### config.mk
export PLATFORM = sky130hd
export DESIGN_NAME = dmac_ctl_regs
export DESIGN_NICKNAME = d
export VERILOG_FILES = /design/src/rtl/dmac_ctl_pkg.sv /design/src/rtl/dmac_ctl_decode.sv /design/src/rtl/dmac_ctl_mask.sv /design/src/rtl/dmac_ctl_status.sv /design/src/rtl/dmac_ctl_regs.sv
export SDC_FILE = /design/constraint.sdc
export NUM_CORES = 1
export LEC_CHECK = 0
export BUFFER_PORTS_ARGS = -buffer_cell sky130_fd_sc_hd__buf_2
export CORE_AREA = 2 2 73 75
export CTS_CLUSTER_DIAMETER = 60
export DETAILED_ROUTE_END_ITERATION = 7
export DIE_AREA = 0 0 75 77
export GPL_TIMING_DRIVEN = 0
export PLACE_DENSITY = 0.75
export REMOVE_ABC_BUFFERS = 1
export SLEW_MARGIN = 20
export SYNTH_ARGS = -nofsm -noshare
export SYNTH_HDL_FRONTEND = slang
export SYNTH_SLANG_ARGS = --single-unit
### constraint.sdc
create_clock -name clk -period 1.1 [get_ports clk]
set_clock_uncertainty 0.05 [all_clocks]
set_input_delay 0.22 -clock clk [delete_from_list [all_inputs] [get_ports clk]]
set_output_delay 0.22 -clock clk [all_outputs]
set_load 0.02 [all_outputs]
### src/rtl/dmac_ctl_pkg.sv
package dmac_ctl_pkg;

   // Control offsets relative to 8 (wr_addr[2:0] when wr_addr[3] is set)
   typedef enum logic [2:0] {
      OFS_CMD   = 3'd0,
      OFS_REQ   = 3'd1,
      OFS_SMASK = 3'd2,
      OFS_MODE  = 3'd3,
      OFS_FFCLR = 3'd4,
      OFS_MRST  = 3'd5,
      OFS_MCLR  = 3'd6,
      OFS_MALL  = 3'd7
   } ctl_ofs_e;

   typedef struct packed {
      logic w_cmd;
      logic w_req;
      logic w_smask;
      logic w_mode;
      logic w_ffclr;
      logic w_mrst;
      logic w_mclr;
      logic w_mall;
   } ctl_strb_t;

   // Only the controller-disable bit of the command word is supported
   localparam logic [7:0] CMD_OK_BITS = 8'h04;

endpackage

### src/rtl/dmac_ctl_decode.sv
module dmac_ctl_decode
   import dmac_ctl_pkg::*;
(
   input  logic       wr_en,
   input  logic [3:0] wr_addr,
   output ctl_strb_t  strb
);

   logic in_win;
   assign in_win = wr_en & wr_addr[3];

   always_comb begin
      strb = '0;
      if (in_win) begin
         case (ctl_ofs_e'(wr_addr[2:0]))
            OFS_CMD:   strb.w_cmd   = 1'b1;
            OFS_REQ:   strb.w_req   = 1'b1;
            OFS_SMASK: strb.w_smask = 1'b1;
            OFS_MODE:  strb.w_mode  = 1'b1;
            OFS_FFCLR: strb.w_ffclr = 1'b1;
            OFS_MRST:  strb.w_mrst  = 1'b1;
            OFS_MCLR:  strb.w_mclr  = 1'b1;
            default:   strb.w_mall  = 1'b1;
         endcase
      end
   end

endmodule

### src/rtl/dmac_ctl_mask.sv
module dmac_ctl_mask
   import dmac_ctl_pkg::*;
#(
   parameter int NUM_CH = 4,
   localparam int CH_W = $clog2(NUM_CH)
)(
   input  logic              clk,
   input  logic              rst_n,
   input  ctl_strb_t         strb,
   input  logic [CH_W-1:0]   ch_sel,
   input  logic              bit_val,
   input  logic [NUM_CH-1:0] all_val,
   output logic [NUM_CH-1:0] mask_q
);

   always_ff @(posedge clk or negedge rst_n) begin
      if (!rst_n)
         mask_q <= '1;
      else if (strb.w_mrst)
         mask_q <= '1;
      else if (strb.w_mclr)
         mask_q <= '0;
      else if (strb.w_mall)
         mask_q <= all_val;
      else if (strb.w_smask)
         mask_q[ch_sel] <= bit_val;
   end

   p_mrst_mask_r7: assert property (@(posedge clk) disable iff (!rst_n)
      strb.w_mrst |=> (mask_q == '1));

   p_mclr_mask_r8: assert property (@(posedge clk) disable iff (!rst_n)
      strb.w_mclr |=> (mask_q == '0));

   p_single_bit_r4: assert property (@(posedge clk) disable iff (!rst_n)
      strb.w_smask |=> (mask_q[$past(ch_sel)] == $past(bit_val)));

endmodule

### src/rtl/dmac_ctl_status.sv
module dmac_ctl_status
   import dmac_ctl_pkg::*;
#(
   parameter int NUM_CH = 4,
   localparam int CH_W = $clog2(NUM_CH)
)(
   input  logic                clk,
   input  logic                rst_n,
   input  ctl_strb_t           strb,
   input  logic [CH_W-1:0]     ch_sel,
   input  logic                set_val,
   input  logic                rd_clr,
   input  logic [NUM_CH-1:0]   hold_req,
   input  logic [NUM_CH-1:0]   rel_req,
   input  logic [NUM_CH-1:0]   tc_hit,
   output logic [2*NUM_CH-1:0] status_q
);

   logic [NUM_CH-1:0] req_q;
   logic [NUM_CH-1:0] tc_q;

   for (genvar i = 0; i < NUM_CH; i++) begin : g_ch
      logic sel;
      assign sel = strb.w_req && (ch_sel == CH_W'(i));

      // request bit: sideband pulses outrank register writes
      always_ff @(posedge clk or negedge rst_n) begin
         if (!rst_n)           req_q[i] <= 1'b0;
         else if (hold_req[i]) req_q[i] <= 1'b1;
         else if (rel_req[i])  req_q[i] <= 1'b0;
         else if (strb.w_mrst) req_q[i] <= 1'b0;
         else if (sel)         req_q[i] <= set_val;
      end

      // terminal-count bit: a new count outranks every clear
      always_ff @(posedge clk or negedge rst_n) begin
         if (!rst_n)                          tc_q[i] <= 1'b0;
         else if (tc_hit[i])                  tc_q[i] <= 1'b1;
         else if (strb.w_mrst || rd_clr || sel) tc_q[i] <= 1'b0;
      end

      p_hold_sets_r10: assert property (@(posedge clk) disable iff (!rst_n)
         hold_req[i] |=> status_q[NUM_CH+i]);

      p_rel_clears_r10: assert property (@(posedge clk) disable iff (!rst_n)
         (rel_req[i] && !hold_req[i]) |=> !status_q[NUM_CH+i]);

      p_tc_sets_r11: assert property (@(posedge clk) disable iff (!rst_n)
         tc_hit[i] |=> status_q[i]);

      p_rd_clears_r11: assert property (@(posedge clk) disable iff (!rst_n)
         (rd_clr && !tc_hit[i]) |=> !status_q[i]);
   end

   assign status_q = {req_q, tc_q};

endmodule

### src/rtl/dmac_ctl_regs.sv
module dmac_ctl_regs
   import dmac_ctl_pkg::*;
#(
   parameter int NUM_CH     = 4,
   parameter int DATA_W     = 8,
   parameter bit ERR_STICKY = 1'b1,
   localparam int CH_W = $clog2(NUM_CH)
)(
   input  logic                     clk,
   input  logic                     rst_n,
   input  logic                     wr_en,
   input  logic [3:0]               wr_addr,
   input  logic [DATA_W-1:0]        wr_data,
   input  logic                     stat_rd,
   input  logic [NUM_CH-1:0]        hold_req,
   input  logic [NUM_CH-1:0]        rel_req,
   input  logic [NUM_CH-1:0]        tc_hit,
   output logic [NUM_CH-1:0]        mask_o,
   output logic [2*NUM_CH-1:0]      status_o,
   output logic [DATA_W-1:0]        cmd_o,
   output logic [NUM_CH*DATA_W-1:0] mode_o,
   output logic                     ff_clr_o,
   output logic                     cmd_err_o
);

   localparam logic [DATA_W-1:0] CMD_OK = DATA_W'(CMD_OK_BITS);

   // elaboration-time parameter checks
   if (NUM_CH < 2 || (1 << CH_W) != NUM_CH) begin : g_bad_ch
      $error("NUM_CH must be a power of two, at least 2");
   end
   if (DATA_W < 8 || 2*NUM_CH > DATA_W || CH_W > 2) begin : g_bad_w
      $error("DATA_W must hold the status byte and mode fields");
   end

   ctl_strb_t       strb;
   logic [CH_W-1:0] ch_sel;
   logic            cmd_bad;

   assign ch_sel  = wr_data[CH_W-1:0];
   assign cmd_bad = strb.w_cmd && ((wr_data & ~CMD_OK) != '0);

   dmac_ctl_decode u_dec (
      .wr_en   (wr_en),
      .wr_addr (wr_addr),
      .strb    (strb)
   );

   dmac_ctl_mask #(.NUM_CH(NUM_CH)) u_mask (
      .clk     (clk),
      .rst_n   (rst_n),
      .strb    (strb),
      .ch_sel  (ch_sel),
      .bit_val (wr_data[2]),
      .all_val (wr_data[NUM_CH-1:0]),
      .mask_q  (mask_o)
   );

   dmac_ctl_status #(.NUM_CH(NUM_CH)) u_stat (
      .clk      (clk),
      .rst_n    (rst_n),
      .strb     (strb),
      .ch_sel   (ch_sel),
      .set_val  (wr_data[2]),
      .rd_clr   (stat_rd),
      .hold_req (hold_req),
      .rel_req  (rel_req),
      .tc_hit   (tc_hit),
      .status_q (status_o)
   );

   // command word
   always_ff @(posedge clk or negedge rst_n) begin
      if (!rst_n)
         cmd_o <= '0;
      else if (strb.w_mrst)
         cmd_o <= '0;
      else if (strb.w_cmd && !cmd_bad)
         cmd_o <= wr_data;
   end

   // error flag variant
   if (ERR_STICKY) begin : g_err_sticky
      always_ff @(posedge clk or negedge rst_n) begin
         if (!rst_n)           cmd_err_o <= 1'b0;
         else if (strb.w_mrst) cmd_err_o <= 1'b0;
         else if (cmd_bad)     cmd_err_o <= 1'b1;
      end
   end else begin : g_err_pulse
      always_ff @(posedge clk or negedge rst_n) begin
         if (!rst_n) cmd_err_o <= 1'b0;
         else        cmd_err_o <= cmd_bad;
      end
   end

   // flip-flop clear pulse
   always_ff @(posedge clk or negedge rst_n) begin
      if (!rst_n) ff_clr_o <= 1'b0;
      else        ff_clr_o <= strb.w_ffclr | strb.w_mrst;
   end

   // per-channel mode bytes
   for (genvar i = 0; i < NUM_CH; i++) begin : g_mode
      logic [DATA_W-1:0] mode_q;
      always_ff @(posedge clk or negedge rst_n) begin
         if (!rst_n)
            mode_q <= '0;
         else if (strb.w_mode && ch_sel == CH_W'(i))
            mode_q <= wr_data;
      end
      assign mode_o[i*DATA_W +: DATA_W] = mode_q;

      p_mode_store_r5: assert property (@(posedge clk) disable iff (!rst_n)
         (strb.w_mode && ch_sel == CH_W'(i)) |=>
            (mode_o[i*DATA_W +: DATA_W] == $past(wr_data)));
   end

   p_ffclr_high_r6: assert property (@(posedge clk) disable iff (!rst_n)
      (wr_en && wr_addr[3] && wr_addr[2:1] == 2'b10) |=> ff_clr_o);

   p_ffclr_low_r6: assert property (@(posedge clk) disable iff (!rst_n)
      !(wr_en && wr_addr[3] && wr_addr[2:1] == 2'b10) |=> !ff_clr_o);

   p_bad_cmd_r9: assert property (@(posedge clk) disable iff (!rst_n)
      cmd_bad |=> ($stable(cmd_o) && cmd_err_o));

   p_low_ofs_ignored_r2: assert property (@(posedge clk) disable iff (!rst_n)
      (wr_en && !wr_addr[3] && hold_req == '0 && rel_req == '0 &&
       tc_hit == '0 && !stat_rd) |=>
         ($stable(mask_o) && $stable(cmd_o) && $stable(mode_o) &&
          $stable(status_o)));

endmodule

==> results.yml <==
status:
  status: "complete, but fails checks"
  violations: "setup timing"
layout:
  ff_latch_area_mm2: 0.00136
  fin_nets: 340
  final_area_mm2: 0.00389
  syn_to_final_growth_pct: 60.9
  multi_input_area_mm2: 0.00108
  fill_cells: 293
  diodes: 0
  drive_gt1_share_pct: 59.1
  utilization_pct: 78.1
floorplanning:
  fp.coreArea_mm2: 0.00498
  fp.dieW_um: 75
  die_y_um: 77
  ios: 82
  start_util_pct: 48.5
  fp-row-count: 26
  die_area_mm2: 0.00578
yosys:
  synth_edf_count: 0
  synthArstFlopShare_pct: 100
  synth_fa_ha_area_share_pct: 0
  synth_top_area_share_pct: 51.8
  synthDistinctLibCells: 48
  synth_top_family_by_area: "simple AND/OR/NAND/NOR gates"
  yosysWarningCount: 0
  ys_ff_latch: 54
  syn-cell-area_mm2: 0.00242
  synthXorXnorAreaFrac_pct: 0
  synthSimpleGateAreaFrac_pct: 16.0
  synth_area_per_cell_um2: 12.9
  synth_top_cell_by_area: "dfrtp_1"
  seq_area_frac_synth_pct: 56.1
  syn_inst: 187
  synthFlopType: "dfrtp_1"
  synth_area_leaders: "dfrtp_1, mux2_2, dfstp_2, mux2_4, nor4_4"
  yosys-mux-area-fraction_pct: 13.4
  synth_compound_area_share_pct: 11.1
sta:
  max-slew-margin-rel_pct: 67.9
  worst_slack_ns: -0.146
  drv_slew: 0
  setup_viol: 56
  timing.final.crit_share_pct: 113
  max_freq_mhz: 803
  worst_pin_slew_ns: 0.481
  hold_violations: 0
  grt_setup_unrepaired: "yes"
  finalCriticalPeriod_ns: 1.25
detailed_routing:
  via_count: 1999
  wl_per_cell_um: 16.9
  drc: 0
  via_per_inst: 5.22
  wl_mm: 6.47
  antenna_left: 0
  drt_iter0_markers: 89
  dr.pass1.iters: 4
global_route:
  grt_pass1_wl_mm: 9.90
  grt_start_max_net_pins: 55
  grt_use_total_pct: 22.6
  antenna_found_initial: 0
  overflow: 0
  grt_pass1_vias: 1963
job:
  drv_cap: 0
worst_setup_path:
  reg2reg_slack_ns: 0.11
  start_kind: "flip-flop"
  worstSetupPathType: "reg -> out"
  path_delay_family: "flip-flops"
  arrival_ns: 0.98
  critPathCaptureType: "primary output"
  slowest_stage: "dfstp_2"
  cp.buffers_inverters: 1
  worstPathMaxFanout: 2
  crit_chain: "buf_6"
  cp.required_ns: 0.83
  critical-path-max-stage-delay_ns: 0.55
pwr:
  power-per-cell-area_mw_per_mm2: 1340
  ir_worst_vdd_uv: 1070
  p_leak_nw: 1.89
placement:
  placed_area_mm2: 0.00286
  io_buffers: 81
  dpl.hpwl_mm: 3.65
  gp_congestion: 0.878
clock_network:
  cts_tree: "done"
  cts_root_buffer: "clkbuf_8"
  clockBufferDepth: 2
  clock_latency_ns: 0.30
  clk_pin_slew_ns: 0.09
  htreeDepth: 2
  clock_sinks: 54
  numCtsBuffers: 5
min_path:
  min_path_type: "in -> reg"
## cell usage in the layout, fill, tap and decap left out, drive strengths merged, types with 3 or more instances in the layout
cell and count:
buf 125, dfrtp 50, mux2 25, nor3b 8
clkbuf 8, inv 7, o21ai 6, nand2 6
o31ai 5, nor2 5, nor4 5, or2 5
a21oi 4, a31oi 4, dfstp 4, and3b 3
a211oi 3, nor2b 3, nand2b 3
## worst paths after layout
check | from | end | cells after the start
max in group asynchronous | rst_n | u_mask.mask_q[2]$_DFFE_PN1P_ | 2
max reg2reg | g_mode[1].mode_q[3]$_DFFE_PN0P_ | g_mode[1].mode_q[3]$_DFFE_PN0P_ | 2
min | tc_hit[3] | u_stat.status_q[3]$_DFFE_PN0P_ | 2
min in group asynchronous | rst_n | g_mode[3].mode_q[1]$_DFFE_PN0P_ | 2
max | u_mask.mask_q[3]$_DFFE_PN1P_ | mask_o[3] | 1
min reg2reg | g_mode[3].mode_q[0]$_DFFE_PN0P_ | g_mode[3].mode_q[0]$_DFFE_PN0P_ | 1
## cells in the mapped netlist (3+ instances only)
cell type / number
and3b_1: 3
mux2_2: 18
nand2_1: 3
a31oi_1: 4
nor2_1: 5
a211oi_1: 3
o31ai_1: 5
nor2b_1: 3
dfstp_2: 4
clkbuf_1: 3
o21ai_0: 6
nor4_4: 4
a21oi_1: 4
inv_1: 7
dfrtp_1: 50
mux2_4: 6
nand2b_1: 3
or2_2: 4
buf_2: 5
nor3b_1: 8
## cells by family (layout without fill, tap and decap cells)
group / count (synthesis) / count (layout)
flops: 54 / 54
compound gates: 38 / 38
simple gates: 50 / 50
buf+inv: 18 / 144
mux: 27 / 27
## power by group
part	leakage (nW)	internal [mW]	switching [mW]
registers	0.690	2.22	0.157
clock network	0.0514	0.679	0.617
logic	1.15	0.868	0.682
## layer usage
layer	routed length, µm	track usage [%]	vias to the layer above
li1	-	-	936
met3	407	5.39	9
met5	0	0	-
met2	3280	37.1	74
met4	106	6.43	0
met1	2680	29.2	980
## sequential cells by signal, summed over array words and instances (netlist names)
register	count
g_mode.mode_q	32
cmd_err_o	1
cmd_o	8
ff_clr_o	1
u_stat.status_q	8
u_mask.mask_q	4
## what timing repair did
item / in CTS / in global routing
hold endpoints to repair: 50 / 0
buffers inserted: 28 / 17
pin swaps: 7 / 2
resized for setup: 140 / 18
hold buffers: 1 / 0
cloned: 0 / 1
setup endpoints to repair: 105 / 144
## stage by stage
stage	setup TNS (ns)	setup slack [ns]	instances	hold slack, ns	power (mW)
final	-1.28	-0.146	383	0.0456	5.22
after global routing	-3.19	-0.171	383	0.0501	5.44
after CTS	-1.44	-0.157	365	0.0395	5.13
after detailed placement	-30.02	-0.724	328	0.249	3.34
after global placement	-40.94	-0.726	328	0.360	3.32
after floorplan	-7.58	-0.364	177	-0.126	2.92
## cell type report
class	count	share of cell area [%]
clock buffers	6	1.87
clock inverters	2	0.966
inverters	8	0.805
multi-input cells	115	27.7
flip-flops and latches	54	34.9
well taps	70	2.25
repair buffers	128	31.5
(Power assumes the default switching activity.)
